### config.mk
export PLATFORM = sky130hd
export DESIGN_NAME = fdma_keyreg
export DESIGN_NICKNAME = d
export VERILOG_FILES = /design/src/rtl/fdma_keyreg_pkg.sv /design/src/rtl/fdma_key_decode.sv /design/src/rtl/fdma_ctrl_reg.sv /design/src/rtl/fdma_param_regs.sv /design/src/rtl/fdma_keyreg.sv
export SDC_FILE = /design/constraint.sdc
export NUM_CORES = 1
export LEC_CHECK = 0
export BUFFER_PORTS_ARGS = -buffer_cell sky130_fd_sc_hd__buf_2
export CAP_MARGIN = 20
export CORE_ASPECT_RATIO = 1.4
export CORE_MARGIN = 1.5
export CORE_UTILIZATION = 40
export CTS_CLUSTER_SIZE = 28
export DETAILED_ROUTE_END_ITERATION = 10
export GPL_TIMING_DRIVEN = 0
export PLACE_DENSITY = 0.7
export SETUP_SLACK_MARGIN = 0.05
export SLEW_MARGIN = 20
export SYNTH_ARGS = -nofsm -noshare
export SYNTH_HDL_FRONTEND = slang
export SYNTH_SLANG_ARGS = --single-unit
### constraint.sdc
create_clock -name clk -period 4.75 [get_ports clk]
set_input_delay 0.95 -clock clk [delete_from_list [all_inputs] [get_ports clk]]
set_output_delay 0.95 -clock clk [all_outputs]
set_load 0.005 [all_outputs]
### src/rtl/fdma_keyreg_pkg.sv
package fdma_keyreg_pkg;

    localparam int DW = 32;

    // register byte offsets
    localparam logic [7:0] OFS_CTRL  = 8'h80;
    localparam logic [7:0] OFS_DRAM  = 8'h84;
    localparam logic [7:0] OFS_FLASH = 8'h88;
    localparam logic [7:0] OFS_LEN   = 8'h8C;

    // control word fields
    localparam int REQ_BIT = 31;
    localparam int GNT_BIT = 30;
    localparam int GO_BIT  = 0;
    localparam int DLY_LSB = 8;
    localparam int DLY_W   = 4;
    localparam int BODY_W  = 30;

    // access keys (compared after the flags are merged in)
    localparam logic [DW-1:0] KEY_OPEN = 32'hAEED_0000;
    localparam logic [DW-1:0] KEY_SHUT = 32'hDEEA_0000;

    // parameter register slots
    localparam int NPAR    = 3;
    localparam int P_DRAM  = 0;
    localparam int P_FLASH = 1;
    localparam int P_LEN   = 2;

    typedef enum logic [1:0] {
        CW_OPEN,
        CW_SHUT,
        CW_DENY,
        CW_TAKE
    } ctrl_cmd_e;

    typedef struct packed {
        logic              req;
        logic              gnt;
        logic [BODY_W-1:0] body;
    } ctrl_reg_t;

    function automatic logic [7:0] par_ofs(input int idx);
        case (idx)
            P_DRAM:  return OFS_DRAM;
            P_FLASH: return OFS_FLASH;
            default: return OFS_LEN;
        endcase
    endfunction

endpackage

### src/rtl/fdma_key_decode.sv
module fdma_key_decode
    import fdma_keyreg_pkg::*;
#(
    parameter bit GATE_EN = 1'b1
) (
    input  logic [DW-1:0] wdata,
    input  logic          req,
    input  logic          gnt,
    output ctrl_cmd_e     cmd,
    output logic [DW-1:0] merged
);

    always_comb begin
        merged          = wdata;
        merged[REQ_BIT] = wdata[REQ_BIT] | req;
        merged[GNT_BIT] = wdata[GNT_BIT] | gnt;
    end

    generate
        if (GATE_EN) begin : g_gated
            always_comb begin
                if (merged == KEY_OPEN)      cmd = CW_OPEN;
                else if (merged == KEY_SHUT) cmd = CW_SHUT;
                else if (!gnt)               cmd = CW_DENY;
                else                         cmd = CW_TAKE;
            end
        end else begin : g_open
            assign cmd = CW_TAKE;
        end
    endgenerate

endmodule

### src/rtl/fdma_ctrl_reg.sv
module fdma_ctrl_reg
    import fdma_keyreg_pkg::*;
#(
    parameter bit GATE_EN = 1'b1
) (
    input  logic          clk,
    input  logic          rst,
    input  logic          wr_ctrl,
    input  logic [DW-1:0] wdata,
    output ctrl_reg_t     cur,
    output logic          granted,
    output logic          start,
    output logic          deny_err
);

    ctrl_cmd_e     cmd;
    logic [DW-1:0] merged;

    fdma_key_decode #(.GATE_EN(GATE_EN)) u_dec (
        .wdata  (wdata),
        .req    (cur.req),
        .gnt    (cur.gnt),
        .cmd    (cmd),
        .merged (merged)
    );

    always_ff @(posedge clk) begin
        if (rst) begin
            cur      <= '0;
            start    <= 1'b0;
            deny_err <= 1'b0;
        end else begin
            start    <= 1'b0;
            deny_err <= 1'b0;
            if (wr_ctrl) begin
                case (cmd)
                    CW_OPEN: begin
                        cur.req <= 1'b1;
                        cur.gnt <= 1'b1;
                    end
                    CW_SHUT: begin
                        cur.req <= 1'b0;
                        cur.gnt <= 1'b0;
                    end
                    CW_DENY: deny_err <= 1'b1;
                    default: begin
                        cur.body <= merged[BODY_W-1:0];
                        cur.req  <= 1'b0;
                        cur.gnt  <= 1'b0;
                        start    <= merged[GO_BIT];
                    end
                endcase
            end
        end
    end

    assign granted = GATE_EN ? cur.gnt : 1'b1;

    // both flags always move together
    p_flag_pair_r2: assert property (@(posedge clk) disable iff (rst)
        cur.req == cur.gnt);

    p_open_sets_r2: assert property (@(posedge clk) disable iff (rst)
        (wr_ctrl && cmd == CW_OPEN) |=> (cur.gnt && $stable(cur.body) && !start && !deny_err));

    p_shut_clears_r3: assert property (@(posedge clk) disable iff (rst)
        (wr_ctrl && cmd == CW_SHUT) |=> (!cur.gnt && !cur.req && $stable(cur.body) && !deny_err));

    p_deny_flags_r4: assert property (@(posedge clk) disable iff (rst)
        (wr_ctrl && cmd == CW_DENY) |=> (deny_err && !start && $stable(cur.body)));

    p_take_consumes_r5: assert property (@(posedge clk) disable iff (rst)
        (wr_ctrl && cmd == CW_TAKE) |=> (!cur.gnt && !deny_err));

    p_go_one_cycle_r6: assert property (@(posedge clk) disable iff (rst)
        (GATE_EN && start) |=> !start);

endmodule

### src/rtl/fdma_param_regs.sv
module fdma_param_regs
    import fdma_keyreg_pkg::*;
#(
    parameter int                        N     = NPAR,
    parameter logic [N-1:0][DW-1:0]      MASKS = '0
) (
    input  logic                  clk,
    input  logic                  rst,
    input  logic [N-1:0]          hit,
    input  logic                  allow,
    input  logic [DW-1:0]         wdata,
    output logic [N-1:0][DW-1:0]  q
);

    generate
        for (genvar i = 0; i < N; i++) begin : g_slot
            always_ff @(posedge clk) begin
                if (rst)                 q[i] <= '0;
                else if (hit[i] && allow) q[i] <= wdata & MASKS[i];
            end
        end
    endgenerate

    // closed access leaves every parameter untouched
    p_locked_r7: assert property (@(posedge clk) disable iff (rst)
        !allow |=> $stable(q));

    p_one_hit_r7: assert property (@(posedge clk) disable iff (rst)
        $onehot0(hit));

endmodule

### src/rtl/fdma_keyreg.sv
module fdma_keyreg
    import fdma_keyreg_pkg::*;
#(
    parameter bit          GATE_EN    = 1'b1,
    parameter int          AW         = 8,
    parameter logic [31:0] DRAM_MASK  = 32'h3FFF_FFFC,
    parameter logic [31:0] FLASH_MASK = 32'h0FFF_FFFC,
    parameter logic [31:0] LEN_MASK   = 32'h00FF_FFFC
) (
    input  logic              clk,
    input  logic              rst,
    input  logic              wr_en,
    input  logic [AW-1:0]     wr_addr,
    input  logic [DW-1:0]     wr_data,
    input  logic [AW-1:0]     rd_addr,
    output logic [DW-1:0]     rd_data,
    output logic              dma_go,
    output logic              gate_err,
    output logic              access_ok,
    output logic [DLY_W-1:0]  delay_sel,
    output logic [BODY_W-1:0] cmd_bits,
    output logic [DW-1:0]     dram_addr,
    output logic [DW-1:0]     flash_addr,
    output logic [DW-1:0]     xfer_len
);

    localparam logic [NPAR-1:0][DW-1:0] PAR_MASKS = {LEN_MASK, FLASH_MASK, DRAM_MASK};

    ctrl_reg_t                  cur;
    logic                       wr_ctrl;
    logic [NPAR-1:0]            par_hit;
    logic [NPAR-1:0][DW-1:0]    par_q;

    assign wr_ctrl = wr_en && (wr_addr == AW'(OFS_CTRL));

    always_comb begin
        for (int i = 0; i < NPAR; i++) begin
            par_hit[i] = wr_en && (wr_addr == AW'(par_ofs(i)));
        end
    end

    fdma_ctrl_reg #(.GATE_EN(GATE_EN)) u_ctrl (
        .clk      (clk),
        .rst      (rst),
        .wr_ctrl  (wr_ctrl),
        .wdata    (wr_data),
        .cur      (cur),
        .granted  (access_ok),
        .start    (dma_go),
        .deny_err (gate_err)
    );

    fdma_param_regs #(.N(NPAR), .MASKS(PAR_MASKS)) u_par (
        .clk   (clk),
        .rst   (rst),
        .hit   (par_hit),
        .allow (access_ok),
        .wdata (wr_data),
        .q     (par_q)
    );

    always_comb begin
        rd_data = '0;
        if (rd_addr == AW'(OFS_CTRL)) rd_data = cur;
        for (int i = 0; i < NPAR; i++) begin
            if (rd_addr == AW'(par_ofs(i))) rd_data = par_q[i];
        end
    end

    assign cmd_bits   = cur.body;
    assign delay_sel  = cur.body[DLY_LSB +: DLY_W];
    assign dram_addr  = par_q[P_DRAM];
    assign flash_addr = par_q[P_FLASH];
    assign xfer_len   = par_q[P_LEN];

    p_err_excludes_go_r4: assert property (@(posedge clk) disable iff (rst)
        !(gate_err && dma_go));

endmodule

## Word level (Yosys, flattened, before mapping)

Cells that the tools add are included.

| operators by class | value |
|---|---|
| order comparisons | 0 |
| mux-type cells | 9 |
| add/sub/neg operators | 0 |
| div/mod/pow operators | 0 |
| shifts and indexed selects | 0 |
| bitwise logic cells | 5 |
| equal/unequal tests | 12 |
| multiply operators | 0 |
| reduce and logical (&&, ||, !) cells | 13 |

Operators with widths:

| kind | number |
|---|---|
| $mux 32 | 4 |
| $eq 32x32->1 const B | 2 |
| $eq 8x8->1 const B | 8 |
| $logic_and 1x1->1 | 7 |
| $reduce_or 5->1 | 1 |
| $mux 2 | 2 |
| $pmux 2 s2 | 1 |
| $reduce_and 2->1 | 2 |
| $not 1->1 | 3 |
| $reduce_or 3->1 | 1 |
| $eq 2x1->1 const B | 1 |
| $eq 2x2->1 const B | 1 |
| $logic_not 2->1 | 1 |
| $mux 1 | 2 |
| $or 1x1->1 | 2 |
| $reduce_or 2->1 | 1 |

| word-level totals | value |
|---|---|
| word-level logic and storage cells | 47 |
| bits in latches | 0 |
| register bits | 110 |
| RAM bits | 0 |
| ROM bits | 0 |
| memories kept | 0 |

## Longest topological paths before layout

| logic depth | value |
|---|---|
| depth in word-level cells | 8 |
| gate-level depth with buffers | 9 |

## Hierarchy

From an unflattened synthesis, not the netlist that was laid out.

| second synthesis, totals | value |
|---|---|
| cell total of the unflattened synthesis | 583 |
| area total of the unflattened synthesis | 6184.7 um^2 |

By module, submodules not included:

| module | area an instance (um^2) | cells an instance | sequential area each (um^2) | instances |
|---|---|---|---|---|
| fdma_param_regs | 3243.1 | 301 | 1521.5 | 1 |
| fdma_ctrl_reg | 1487.7 | 143 | 660.6 | 1 |
| fdma_keyreg | 1099.8 | 91 | 0.0 | 1 |
| fdma_key_decode | 354.1 | 48 | 0.0 | 1 |

## Worst setup path after synthesis

OpenSTA, ideal clock, no wires.

| timing path | value |
|---|---|
| path type | input to output |
| start point | in rd_addr[5] |
| end point | out rd_data[31] |
| arrival time | 1.979 ns |
| path slack | 1.821 ns |
| stages | 6 |
| cell sequence | nor4_1 -> nand3b_1 -> clkbuf_1 -> nor3_1 -> and2_1 -> buf_4 |

| between the ends | value |
|---|---|
| word-level cells in the longest chain between the ends | 5 |

RTL lines:

| item | RTL line | source |
|---|---|---|
| start: declaration | fdma_keyreg.sv:15 | `input logic [AW-1:0] rd_addr,` |
| $eq 8x8->1 | fdma_keyreg.sv:64 | `if (rd_addr == AW'(OFS_CTRL)) rd_data = cur;` |
| $mux 32 | fdma_keyreg.sv:64 |  |
| $mux 32 (2 in series) | fdma_keyreg.sv:66 | `if (rd_addr == AW'(par_ofs(i))) rd_data = par_q[i];` |
| $mux 32 (*) | fdma_keyreg.sv:66 |  |
| end: declaration | fdma_keyreg.sv:16 | `output logic [DW-1:0] rd_data,` |

Every way passes the cells marked *; elsewhere a longest branch is shown, timed or not.

## Worst setup path in the final report

| timing path | value |
|---|---|
| start point | in wr_data[7] |
| end point | reg u_ctrl.cur[6] (netlist name) |

| between the ends | value |
|---|---|
| word-level cells in the longest chain between the ends | 7 |

RTL lines:

| item | RTL line | source |
|---|---|---|
| start: declaration | fdma_keyreg.sv:14 | `input logic [DW-1:0] wr_data,` |
| $eq 32x32->1 | fdma_key_decode.sv:23 | `else if (merged == KEY_SHUT) cmd = CW_SHUT;` |
| $mux 2 | fdma_key_decode.sv:23 |  |
| $mux 2 (*) | fdma_key_decode.sv:22 | `if (merged == KEY_OPEN) cmd = CW_OPEN;` |
| $eq 2x1->1, or another cell as far along | fdma_ctrl_reg.sv:36 | `case (cmd)` |
| $reduce_or 3->1 (no source line) (*) | n/a |  |
| $not 1->1 (no source line) (*) | n/a |  |
| $reduce_and 2->1 (no source line) (*) | n/a |  |

Marks and branches as above.
A chain may end at the register's enable or synchronous reset.

==> results.cfg <==
[outcome]
run_status = finished clean

[drt]
drtIter0Drc = 237
firstDrtPassIters = 5
drc = 0
routed_wl_mm = 16.7
wl_per_cell_um = 17.0
via_per_inst = 5.15
vias = 5070
postRouteAntennaNets = 0

[clock_network]
postCtsHoldBufs = 0
cts_tree = done
root_buffer = clkbuf_16
clock_latency_ps = 350
htreeDepth = 3
clk_pin_slew_worst_paths_ps = 70
cts_max_path_buffers = 2
cts_resized = 0
cts_sinks = 109
post_cts_buffers = 0
cts_buffers = 9

[sta]
max_clock_freq_ghz = 0.293
maxSlewViolCount = 0
slew_headroom_pct = 40.5
rsz0062_at_grt = no
finalSetupViolCount = 0
final.min_clock_period_ps = 3410
tightestPinTransition_ps = 892
worst_slack_ps = 1340
finalHoldViolations = 0
clock_skew_ps = 5.73
setup_tns_ps = 0
period_share_pct = 71.8
holdWs_ps = 461

[critical_path]
cp-start-kind = input port
rrSetupSlack_ps = 1970
critPathMostFrequentCell = nor4_1
cpMaxStageDelayCell = clkbuf_1
arrival_ps = 3690
cp_num_buf_inv = 2
worstPathCellList = buf_2 -> nor4_1 -> nand3_1 -> nor4_1 -> o21ai_0 -> ha_1 -> nand4_1 -> clkbuf_1 -> nand2_1 -> a21oi_1
critical-path-top-delay-family = simple AND/OR/NAND/NOR gates
worstSetupPathType = in2reg
critPathMaxStageDelay_ps = 480
cp-end-kind = flop
crit_fanout = 10
critical_path_required_ps = 5020

[synthesis]
async_reset_ff_share_pct = 0
syn_area_sq_um = 5050
synth_cell_types = 34
synthesis.instances = 610
ys_ff_latch = 109
avgSynthCellArea_sq_um = 8.28
ys_warn_count = 0
seq_area_frac_synth_pct = 43.2
synth_flop_cell = dfxtp_1
synth_edf_count = 0

[run]
max_cap_viol_count = 0

[floorplanning]
core_sq_um = 12300
die_area_sq_um = 13300
io_pins = 216
initial_utilization_pct = 41.0
row_count = 48
die_w_um = 98.0
die_y_um = 136

[pwr]
leakage_nw = 2.85
p_per_area_nw_per_um2 = 265
p_total_mw = 1.73
ir_drop_uv = 155

[global_route]
grt_max_degree = 18
grt_pass1_wl_mm = 24.9
antenna_found_initial = 0
grt_usage_pct = 24.1
grt_overflow = 0
grt_pass1_vias = 4482

[worst_hold_path]
min_path_type = reg2reg

[place]
port-buffer-count = 190
gp_congestion = 0.802
hpwl_mm = 12.2
pre_cts_ws_ps = 1060

[final_layout]
final_net_count = 884
final_common_cell = nand2_1
area_growth_pct = 29.5
drive_gt1_share_pct = 32.2
final_cell_mix = nand2_1 (214), buf_2 (197), a21oi_1 (111)
diodes = 0
tightest hold or removal path, stage by stage, from the launching register on:
cell and delay [ps]:
dfxtp_1 320, nand2_1 50, a21oi_1 50
kinds of logic after synthesis:
logic type / count (synthesis) / synth area share [%]
adders and majority gates: 3 / 0.743
DFF: 109 / 43.2
AOI/OAI and AO/OA: 115 / 11.5
other: 1 / 0.0743
muxes: 29 / 11.2
and+or+nand+nor: 284 / 25.2
buffers and inverters: 69 / 8.05
path summary, 6_finish.rpt:
kind              endpoint  depth (start not counted)           start
min          u_ctrl.cur[1]                          2   u_ctrl.cur[1]
max          u_ctrl.cur[6]                         10      wr_data[7]
min reg2reg  u_ctrl.cur[1]                          2   u_ctrl.cur[1]
max reg2reg  u_ctrl.cur[6]                          8  u_ctrl.granted
Yosys cell counts, drive strengths merged, types with 3 or more instances:
cell	instances	share of area, %
mux4	22	9.8
dfxtp	109	43
nor2b	23	2.8
buf	42	6.0
nor2	12	0.89
nor4b	4	0.99
mux2i	7	1.4
nand4b	4	0.82
nor4	5	0.62
and2	4	0.50
and4b	3	0.59
nor3	4	0.40
ha	3	0.74
clkbuf	26	1.9
nand2	214	16
a21oi	111	11
metrics by stage:
| step | instances | instance area [sq um] | util, % |
|---|---|---|---|
| final | 985 | 6540 | 53.1 |
| after global routing | 985 | 6540 | 53.1 |
| after CTS | 985 | 6540 | 53.1 |
| after detailed placement | 969 | 6260 | 50.8 |
| after global placement | 969 | 6260 | 50.8 |
| after floorplan | 629 | 5120 | - |
state kept, by name, indices dropped and copies added, names as in the netlist:
name and flops:
u_ctrl.start 1, u_par.q 76, u_ctrl.deny_err 1, u_ctrl.cur 30
u_ctrl.granted 1
cell type report:
cell class,count,area (sq um)
timing repair buffer,190,951
multi-input combinational,451,2530
fill,1223,5770
tap,150,188
buffer,68,403
clock inverter,5,36.3
clock buffer,11,243
inverter,1,3.75
sequential,109,2180
where the power goes:
part	total, mW	internal [mW]	switching, mW	leakage, nW
registers	0.913	0.913	0.00000205	0.877
clock network	0.712	0.371	0.342	0.128
logic	0.109	0.0406	0.0687	1.84
total	1.73	1.32	0.411	2.85
layer usage:
metal,track usage (%),wire (um),vias to the layer above,part of all wire [%]
met3,3.65,958,20,5.7
met2,42.6,8610,196,51
li1,-,-,2445,-
met5,0,0,-,0
met4,8.10,264,0,1.6
met1,30.0,6920,2409,41
Note: power is estimated with default switching activity, not from simulation.
